[src/rtl/bt_pkg.sv]
package bt_pkg;
  localparam int WORD_W = 32;
  localparam logic [WORD_W-1:0] SHORT_LIM  = 32'hC000_0000;
  localparam logic [WORD_W-1:0] SHORT_BIAS = 32'h8000_0000;

  typedef enum logic [2:0] {
    ST_IDLE, ST_DREQ, ST_DWAIT, ST_RED, ST_TREQ, ST_TWAIT, ST_DONE
  } bt_state_t;
endpackage

[src/rtl/bt_backtrack_step.sv]
module bt_backtrack_step #(
  parameter int KEY_W = 32
) (
  input  logic [KEY_W-1:0] key_i,
  input  logic [KEY_W-1:0] trail_i,
  output logic [KEY_W-1:0] key_o,
  output logic [KEY_W-1:0] trail_o,
  output logic             none_o
);
  localparam int CNT_W = $clog2(KEY_W);

  logic [CNT_W-1:0] tz;

  // lowest set bit wins
  always_comb begin
    tz = '0;
    for (int i = KEY_W-1; i >= 0; i--) begin
      if (trail_i[i]) tz = CNT_W'(i);
    end
  end

  assign none_o  = (trail_i == '0);
  assign key_o   = (key_i >> tz) ^ KEY_W'(1);
  assign trail_o = (trail_i >> tz) ^ KEY_W'(1);
endmodule

[src/rtl/bt_disp_decode.sv]
module bt_disp_decode
  import bt_pkg::*;
(
  input  logic [WORD_W-1:0] word_i,
  output logic              short_o,
  output logic [WORD_W-1:0] addr_o
);
  assign short_o = word_i[WORD_W-1];
  assign addr_o  = (word_i < SHORT_LIM) ? (word_i - SHORT_BIAS) : word_i;
endmodule

[src/rtl/bt_mod_reducer.sv]
module bt_mod_reducer #(
  parameter int SUM_W = 33,
  parameter int H_W   = 8
) (
  input  logic             clk_i,
  input  logic             rst_ni,
  input  logic             start_i,
  input  logic [SUM_W-1:0] sum_i,
  input  logic [H_W-1:0]   h_i,
  output logic             done_o,
  output logic [H_W-1:0]   rem_o
);
  localparam int CW = $clog2(SUM_W+1);

  logic [SUM_W-1:0] sh_q;
  logic [H_W-1:0]   rem_q, rem_d;
  logic [H_W:0]     trial;
  logic [CW-1:0]    cnt_q;
  logic             busy_q, done_q;

  // restoring remainder, one dividend bit per cycle
  always_comb begin
    trial = {rem_q, sh_q[SUM_W-1]};
    if (trial >= {1'b0, h_i}) rem_d = H_W'(trial - {1'b0, h_i});
    else                      rem_d = trial[H_W-1:0];
  end

  always_ff @(posedge clk_i or negedge rst_ni) begin
    if (!rst_ni) begin
      sh_q   <= '0;
      rem_q  <= '0;
      cnt_q  <= '0;
      busy_q <= 1'b0;
      done_q <= 1'b0;
    end else begin
      done_q <= 1'b0;
      if (start_i) begin
        sh_q   <= sum_i;
        rem_q  <= '0;
        cnt_q  <= CW'(SUM_W);
        busy_q <= 1'b1;
      end else if (busy_q) begin
        sh_q  <= sh_q << 1;
        rem_q <= rem_d;
        cnt_q <= cnt_q - 1'b1;
        if (cnt_q == CW'(1)) begin
          busy_q <= 1'b0;
          done_q <= 1'b1;
        end
      end
    end
  end

  assign done_o = done_q;
  assign rem_o  = rem_q;

  // independent window counter
  logic [CW-1:0] run_q;
  always_ff @(posedge clk_i or negedge rst_ni) begin
    if (!rst_ni)       run_q <= '0;
    else if (start_i)  run_q <= '0;
    else if (busy_q)   run_q <= run_q + 1'b1;
  end

  assert_rem_below_h_R7: assert property (@(posedge clk_i) disable iff (!rst_ni)
    done_o |-> (rem_o < h_i));
  assert_run_bound_R8: assert property (@(posedge clk_i) disable iff (!rst_ni)
    busy_q |-> (run_q < CW'(SUM_W)));
  assert_start_idle_R8: assert property (@(posedge clk_i) disable iff (!rst_ni)
    start_i |-> !busy_q);
endmodule

[src/rtl/bt_hash_unit.sv]
module bt_hash_unit
  import bt_pkg::*;
#(
  parameter int KEY_W   = 32,
  parameter int DISP_AW = 6,
  parameter int HASH_AW = 8
) (
  input  logic               clk_i,
  input  logic               rst_ni,
  input  logic               req_valid_i,
  output logic               req_ready_o,
  input  logic [KEY_W-1:0]   key_i,
  input  logic [KEY_W-1:0]   trail_i,
  input  logic [HASH_AW-1:0] hash_size_i,
  output logic               disp_req_o,
  output logic [DISP_AW-1:0] disp_addr_o,
  input  logic               disp_rvalid_i,
  input  logic [WORD_W-1:0]  disp_rdata_i,
  output logic               tbl_req_o,
  output logic [HASH_AW-1:0] tbl_addr_o,
  input  logic               tbl_rvalid_i,
  input  logic [WORD_W-1:0]  tbl_rdata_i,
  output logic               rsp_valid_o,
  output logic [KEY_W-1:0]   rsp_key_o,
  output logic [KEY_W-1:0]   rsp_trail_o,
  output logic [WORD_W-1:0]  rsp_addr_o,
  output logic               rsp_err_o
);
  localparam int SUM_W = ((KEY_W > WORD_W-1) ? KEY_W : WORD_W-1) + 1;

  bt_state_t          st_q, st_d;
  logic [KEY_W-1:0]   key_q, trail_q, nk, nt;
  logic [WORD_W-1:0]  addr_q, short_addr;
  logic [HASH_AW-1:0] h_q, rem;
  logic               err_q, none, is_short, accept, red_start, red_done;
  logic [SUM_W-1:0]   sum;

  bt_backtrack_step #(.KEY_W(KEY_W)) i_step (
    .key_i(key_i), .trail_i(trail_i), .key_o(nk), .trail_o(nt), .none_o(none)
  );

  bt_disp_decode i_dec (
    .word_i(disp_rdata_i), .short_o(is_short), .addr_o(short_addr)
  );

  assign sum       = SUM_W'(key_q) + SUM_W'(disp_rdata_i[WORD_W-2:0]);
  assign red_start = (st_q == ST_DWAIT) && disp_rvalid_i && !is_short;

  bt_mod_reducer #(.SUM_W(SUM_W), .H_W(HASH_AW)) i_red (
    .clk_i(clk_i), .rst_ni(rst_ni), .start_i(red_start), .sum_i(sum),
    .h_i(h_q), .done_o(red_done), .rem_o(rem)
  );

  assign accept = req_valid_i && (st_q == ST_IDLE);

  always_comb begin
    st_d = st_q;
    unique case (st_q)
      ST_IDLE:  if (req_valid_i) st_d = none ? ST_DONE : ST_DREQ;
      ST_DREQ:  st_d = ST_DWAIT;
      ST_DWAIT: if (disp_rvalid_i) st_d = is_short ? ST_DONE : ST_RED;
      ST_RED:   if (red_done) st_d = ST_TREQ;
      ST_TREQ:  st_d = ST_TWAIT;
      ST_TWAIT: if (tbl_rvalid_i) st_d = ST_DONE;
      ST_DONE:  st_d = ST_IDLE;
      default:  st_d = ST_IDLE;
    endcase
  end

  always_ff @(posedge clk_i or negedge rst_ni) begin
    if (!rst_ni) begin
      st_q    <= ST_IDLE;
      key_q   <= '0;
      trail_q <= '0;
      addr_q  <= '0;
      h_q     <= '0;
      err_q   <= 1'b0;
    end else begin
      st_q <= st_d;
      if (accept) begin
        h_q <= hash_size_i;
        if (none) begin
          key_q   <= key_i;
          trail_q <= trail_i;
          addr_q  <= '0;
          err_q   <= 1'b1;
        end else begin
          key_q   <= nk;
          trail_q <= nt;
          err_q   <= 1'b0;
        end
      end
      if ((st_q == ST_DWAIT) && disp_rvalid_i && is_short) addr_q <= short_addr;
      if ((st_q == ST_TWAIT) && tbl_rvalid_i)              addr_q <= tbl_rdata_i;
    end
  end

  assign req_ready_o = (st_q == ST_IDLE);
  assign disp_req_o  = (st_q == ST_DREQ);
  assign disp_addr_o = key_q[DISP_AW-1:0];
  assign tbl_req_o   = (st_q == ST_TREQ);
  assign tbl_addr_o  = rem;
  assign rsp_valid_o = (st_q == ST_DONE);
  assign rsp_key_o   = key_q;
  assign rsp_trail_o = trail_q;
  assign rsp_addr_o  = addr_q;
  assign rsp_err_o   = err_q;

  assert_busy_after_accept_R1: assert property (@(posedge clk_i) disable iff (!rst_ni)
    (req_valid_i && req_ready_o) |=> !req_ready_o);
  assert_rsp_pulse_R9: assert property (@(posedge clk_i) disable iff (!rst_ni)
    rsp_valid_o |=> !rsp_valid_o);
  assert_zero_trail_err_R10: assert property (@(posedge clk_i) disable iff (!rst_ni)
    (req_valid_i && req_ready_o && (trail_i == '0)) |=> (rsp_valid_o && rsp_err_o));
  assert_short_direct_R4: assert property (@(posedge clk_i) disable iff (!rst_ni)
    ((st_q == ST_DWAIT) && disp_rvalid_i && disp_rdata_i[WORD_W-1]) |=> (rsp_valid_o && !rsp_err_o));
  assert_tbl_after_red_R6: assert property (@(posedge clk_i) disable iff (!rst_ni)
    tbl_req_o |-> $past(red_done));
endmodule

[config.mk]
export PLATFORM = sky130hd
export DESIGN_NAME = bt_hash_unit
export DESIGN_NICKNAME = d
export VERILOG_FILES = /design/src/rtl/bt_pkg.sv /design/src/rtl/bt_backtrack_step.sv /design/src/rtl/bt_disp_decode.sv /design/src/rtl/bt_mod_reducer.sv /design/src/rtl/bt_hash_unit.sv
export SDC_FILE = /design/constraint.sdc
export NUM_CORES = 1
export LEC_CHECK = 0
export ABC_AREA = 1
export BUFFER_PORTS_ARGS = -buffer_cell sky130_fd_sc_hd__buf_2
export CAP_MARGIN = 5
export CORE_AREA = 2 2 169 171
export CTS_BUF_LIST = sky130_fd_sc_hd__clkbuf_2 sky130_fd_sc_hd__clkbuf_4 sky130_fd_sc_hd__clkbuf_8
export DETAILED_ROUTE_END_ITERATION = 8
export DIE_AREA = 0 0 171 173
export HOLD_SLACK_MARGIN = 0.03
export PLACE_DENSITY_LB_ADDON = 0.3
export SLEW_MARGIN = 20
export SYNTH_ARGS = -nofsm -noshare
export SYNTH_HDL_FRONTEND = slang
export SYNTH_HIERARCHICAL = 1
export SYNTH_SLANG_ARGS = --single-unit
[constraint.sdc]
create_clock -name clk_i -period 2.05 [get_ports clk_i]
set_clock_uncertainty 0.2 [all_clocks]
set_input_delay 0.205 -clock clk_i [delete_from_list [all_inputs] [get_ports clk_i]]
set_output_delay 0.205 -clock clk_i [all_outputs]
set_load 0.005 [all_outputs]
==> results.md <==
- The total number of yosys warnings is 6.
- Global routing finished with a remaining overflow of 0.
- The sequential fraction of the synthesis area is 26.96%.
- The mean cell area of the mapped netlist is 6.079 um^2.
- Summed over all cells, the static leakage comes to 12.28 nW.
- Timing analysis after detailed placement gives a worst setup slack of -1500 ps.
- The critical path runs through a total of 41 cells.
- The total routing resource utilization after global routing is 40.52%.
- The y dimension of the die is 173 um.
- Yosys instantiated no cell more often than sky130_fd_sc_hd__nand2_1.
- The number of remaining DRC errors is 0.
- For the finished layout, the period the worst path requires is 3140 ps.
- The routability congestion estimate from global placement is 1.014.
- The area added between synthesis and finish is 58.74%.
- The worst-case IR drop observed on VDD is 0.5218 mV.
- The largest buffer count on any clock path is 2.
- Ranked by total cell area, the synthesized netlist is headed by sky130_fd_sc_hd__dfrtp_1, sky130_fd_sc_hd__nand2_1, sky130_fd_sc_hd__nand3_1, sky130_fd_sc_hd__inv_1, sky130_fd_sc_hd__ha_1.
- The flow ran to the end, but the final reports show violations.
- Broken down by cell family, the worst path's largest delay share belongs to simple AND/OR/NAND/NOR gates.
- The first global-routing pass estimated 95,480 um of wire.
- The number of global-route vias before repair is 18,691.
- Setup violations remaining at the end of the flow were counted as 129.
- The commonest cells after synthesis are sky130_fd_sc_hd__nand2_1, sky130_fd_sc_hd__nand3_1, sky130_fd_sc_hd__inv_1, sky130_fd_sc_hd__dfrtp_1, sky130_fd_sc_hd__o21ai_0.
- The number of nets in the layout is 3,138.
- Hold is met by 54.78 ps.
- The fraction of final layout cells with drive strength greater than 1 is 40.48%.
- At the worst endpoint, the arrival time is 3320 ps.
- The clock drives 157 sinks.
- The detail route stage leaves a number of antenna-violating nets equal to 0.
- Along the worst path, the maximum fanout reaches 11.
- Among the stages of the critical path, the cell type that occurs most often is sky130_fd_sc_hd__nand2_1.
- The CTS clock-pin slew for the worst setup and hold paths is 120 ps.
- Across all register-to-register paths, the minimum setup slack is -450 ps.
- TritonCTS created 17 clock buffers.
- Following the worst setup path forward leads to its endpoint at rsp_trail_o[23]$_DFFE_PN0P_.
- The number of fill cells is 1,694.
- The root buffer cell is sky130_fd_sc_hd__clkbuf_8.
- The combined area of all synthesized cells is 0.01457 mm^2.
- The worst register-to-register path begins at rsp_key_o[0]$_DFFE_PN0P_.
- Together, buffers and inverters on the worst path number 4.
- The startpoint type of the worst setup path is an input pin.
- For the worst flop-to-flop path, the logic depth is 11.
- The clock reaches the later pin of the worst-skew pair after 490 ps.
- The number of antenna violations at the first check in global routing was 1.
- The count of final hold-check violations is 0.
- The number of nets in the synthesized netlist is 2,581.
- After synthesis the netlist holds a flip-flop and latch count of 157.
- Setup repair after global routing could not meet its margin everywhere.
- Synthesis produced a netlist whose cell count is 2,397.
- The top cell type by total area after synthesis is sky130_fd_sc_hd__dfrtp_1.
- The number of library cell types mapped by synthesis is 50.
- Across the run, the number of max-cap violations was 0.
- The critical path class is input pin to flip-flop.
- For this run, the slowest stage of the critical path takes 280 ps.
- In this run the standard cell core region covers 0.02763 mm^2.
- The sum of negative setup slack is -78,390 ps.
- After layout, the worst path uses 153.2% of the clock period.
- Once the floorplan was initialized, standard cells occupied 52.74% of the core.
- In the synthesized netlist the async set-or-reset flop fraction comes to 100.0%.
- The area taken by flip-flops and latches is 0.003944 mm^2.
- Data on the critical path is required at its endpoint by 2230 ps.
- The floorplan step defined a die boundary enclosing 0.02958 mm^2.
- The largest individual stage delay along the critical path comes from the cell sky130_fd_sc_hd__o21ai_1.
- Measured along the x axis, the die boundary spans 171 um.
- Row generation in the floorplan step produced 61 rows.
- The clock tree from TritonCTS is done.
- In the final routed layout, each cell accounts on average for 20.31 um.
- The deepest level of the CTS H-tree is 4.
- The synthesized design devotes to its leading area cell type 26.96% of total area.
- Setup slack on the critical path of the routed design comes to -1090 ps.
- Once detailed placement completed, the half-perimeter wirelength came to 41,350 um.
- The number of port buffers is 255.
- 256 I/O pins were placed.
- For the pin with the worst max-slew slack, the measured transition is 753.2 ps.
- The final reports fail on setup timing.
- The normalized max-slew margin is 49.67%.
- Entering global routing, the biggest net connects 56 pins.
- The first TritonRoute pass finished after 9 iterations.
- Dividing the detail-routed via count by the number of cells gives 5.975.
- The worst setup path is captured at a flip-flop.
- The multi-input gate area in the final layout is 0.01129 mm^2.
- The highest clock rate is 0.3185 GHz.
- The number of max-slew violations in the final report is 0.
- The final total power is 0.02447 W.
- The classification of the worst-slack hold path is input pin to flip-flop.
- The most critical setup path has its startpoint at trail_i[30].
- In this run the critical register-to-register path is captured at i_red/sh_q[12]$_DFFE_PN0P_.
- Counting flops with a built-in enable in the synthesized netlist gives 0.
- For this design the ratio of total power to cell area is 1058 mW/mm^2.
- The total routed wirelength is 67,960 um.
- The total vias in the final route is 19,992.
- The most used flip-flop cell after synthesis is sky130_fd_sc_hd__dfrtp_1.
- After the first detailed-routing iteration, the DRC count stood at 2,405.
[layout make-up]
type                            count  area share (%)
Antenna cell                        1         0.01082
Clock buffer                       18           1.071
Clock inverter                     14          0.6492
Inverter                          367           6.032
Multi-Input combinational cell   1722           48.82
Sequential cell                   157           17.05
Tap cell                          378           2.045
Timing Repair Buffer              689           24.32
[flip-flops by register name, indices dropped and copies added (netlist names)]
register / count
h_q: 8
i_red/busy_q: 1
i_red/cnt_q: 6
i_red/done_o: 1
i_red/rem_o: 8
i_red/sh_q: 33
rsp_addr_o: 32
rsp_err_o: 1
rsp_key_o: 32
rsp_trail_o: 32
st_q: 3
[per-stage QoR]
step / instance area (um^2) / util (%) / instances
after global routing: 23130 / 83.71 / 3346
final: 23130 / 83.71 / 3346
after global placement: 17920 / 64.87 / 3139
after detailed placement: 17920 / 64.87 / 3139
after floorplan: 14740 / - / 2397
after CTS: 21160 / 76.60 / 3317
[cell usage in the layout (no fill, tap or decap), types with 26 or more instances in the layout]
| cell | n |
|---|---|
| sky130_fd_sc_hd__nand2_1 | 608 |
| sky130_fd_sc_hd__buf_2 | 251 |
| sky130_fd_sc_hd__inv_2 | 26 |
| sky130_fd_sc_hd__nand2_4 | 46 |
| sky130_fd_sc_hd__o21ai_1 | 103 |
| sky130_fd_sc_hd__buf_12 | 33 |
| sky130_fd_sc_hd__ha_4 | 26 |
| sky130_fd_sc_hd__buf_6 | 29 |
| sky130_fd_sc_hd__buf_4 | 229 |
| sky130_fd_sc_hd__nor2_1 | 74 |
| sky130_fd_sc_hd__o21ai_2 | 36 |
| sky130_fd_sc_hd__inv_1 | 335 |
| sky130_fd_sc_hd__o221ai_1 | 30 |
| sky130_fd_sc_hd__nand2_2 | 151 |
| sky130_fd_sc_hd__nand3_1 | 207 |
| sky130_fd_sc_hd__dfrtp_1 | 145 |
| sky130_fd_sc_hd__dlygate4sd3_1 | 133 |
| sky130_fd_sc_hd__nand3_4 | 27 |
| sky130_fd_sc_hd__nand3_2 | 186 |
[repair_timing]
item / in CTS / in global routing
gates cloned: 7 / 4
endpoints found under the hold margin: 254 / 0
resized for setup: 291 / 401
endpoints found under the setup margin: 128 / 143
hold buffers: 134 / 0
buffers inserted: 5 / 27
pin swaps: 87 / 211
[where the power goes]
group / switching (W) / internal (W)
Combinational: 0.00928 / 0.00683
Sequential: 0.00132 / 0.00457
Clock: 0.00142 / 0.00104
Total: 0.0120 / 0.0124
[worst register-to-register path, cell delays in order, from the launching register on]
cell	delay [ps]
sky130_fd_sc_hd__dfrtp_2	470
sky130_fd_sc_hd__ha_4	210
sky130_fd_sc_hd__fa_2	380
sky130_fd_sc_hd__nand3_2	80
sky130_fd_sc_hd__nand3_2	80
sky130_fd_sc_hd__nand2_2	120
sky130_fd_sc_hd__nand2_4	100
sky130_fd_sc_hd__nand2_4	90
sky130_fd_sc_hd__nand2_4	80
sky130_fd_sc_hd__xor2_1	200
sky130_fd_sc_hd__a22oi_1	260
sky130_fd_sc_hd__nand2_1	110
[logic make-up after synthesis]
kind of cell / share of synthesized area, %
simple gates: 41.50
flops: 26.96
buf+inv: 15.69
compound gates: 10.97
xor+xnor: 1.082
fa+ha+maj: 3.796
[worst min-delay path by stage]
stage	from	end	slack [ps]	depth (start not counted)
finish	trail_i[14]	rsp_trail_o[14]$_DFFE_PN0P_	50	7
global route	trail_i[9]	rsp_trail_o[9]$_DFFE_PN0P_	60	6
CTS	trail_i[9]	rsp_trail_o[9]$_DFFE_PN0P_	30	6
detailed placement	rst_ni	i_red/sh_q[4]$_DFFE_PN0P_	-30	1
global placement	rst_ni	rsp_addr_o[1]$_DFFE_PN0P_	-30	1
floorplan	rst_ni	h_q[0]$_DFFE_PN0P_	-290	0
[per-layer routing]
metal  vias up  GRT usage, %  routed length (um)
met1      9213         50.40               24320
met5         -             0                   0
met4         0         22.81                4801
met3       422         8.629                7686
met2      1545         64.94               31150
li1       8812             -                   -
No activity file was read; power rests on OpenSTA's default activity.
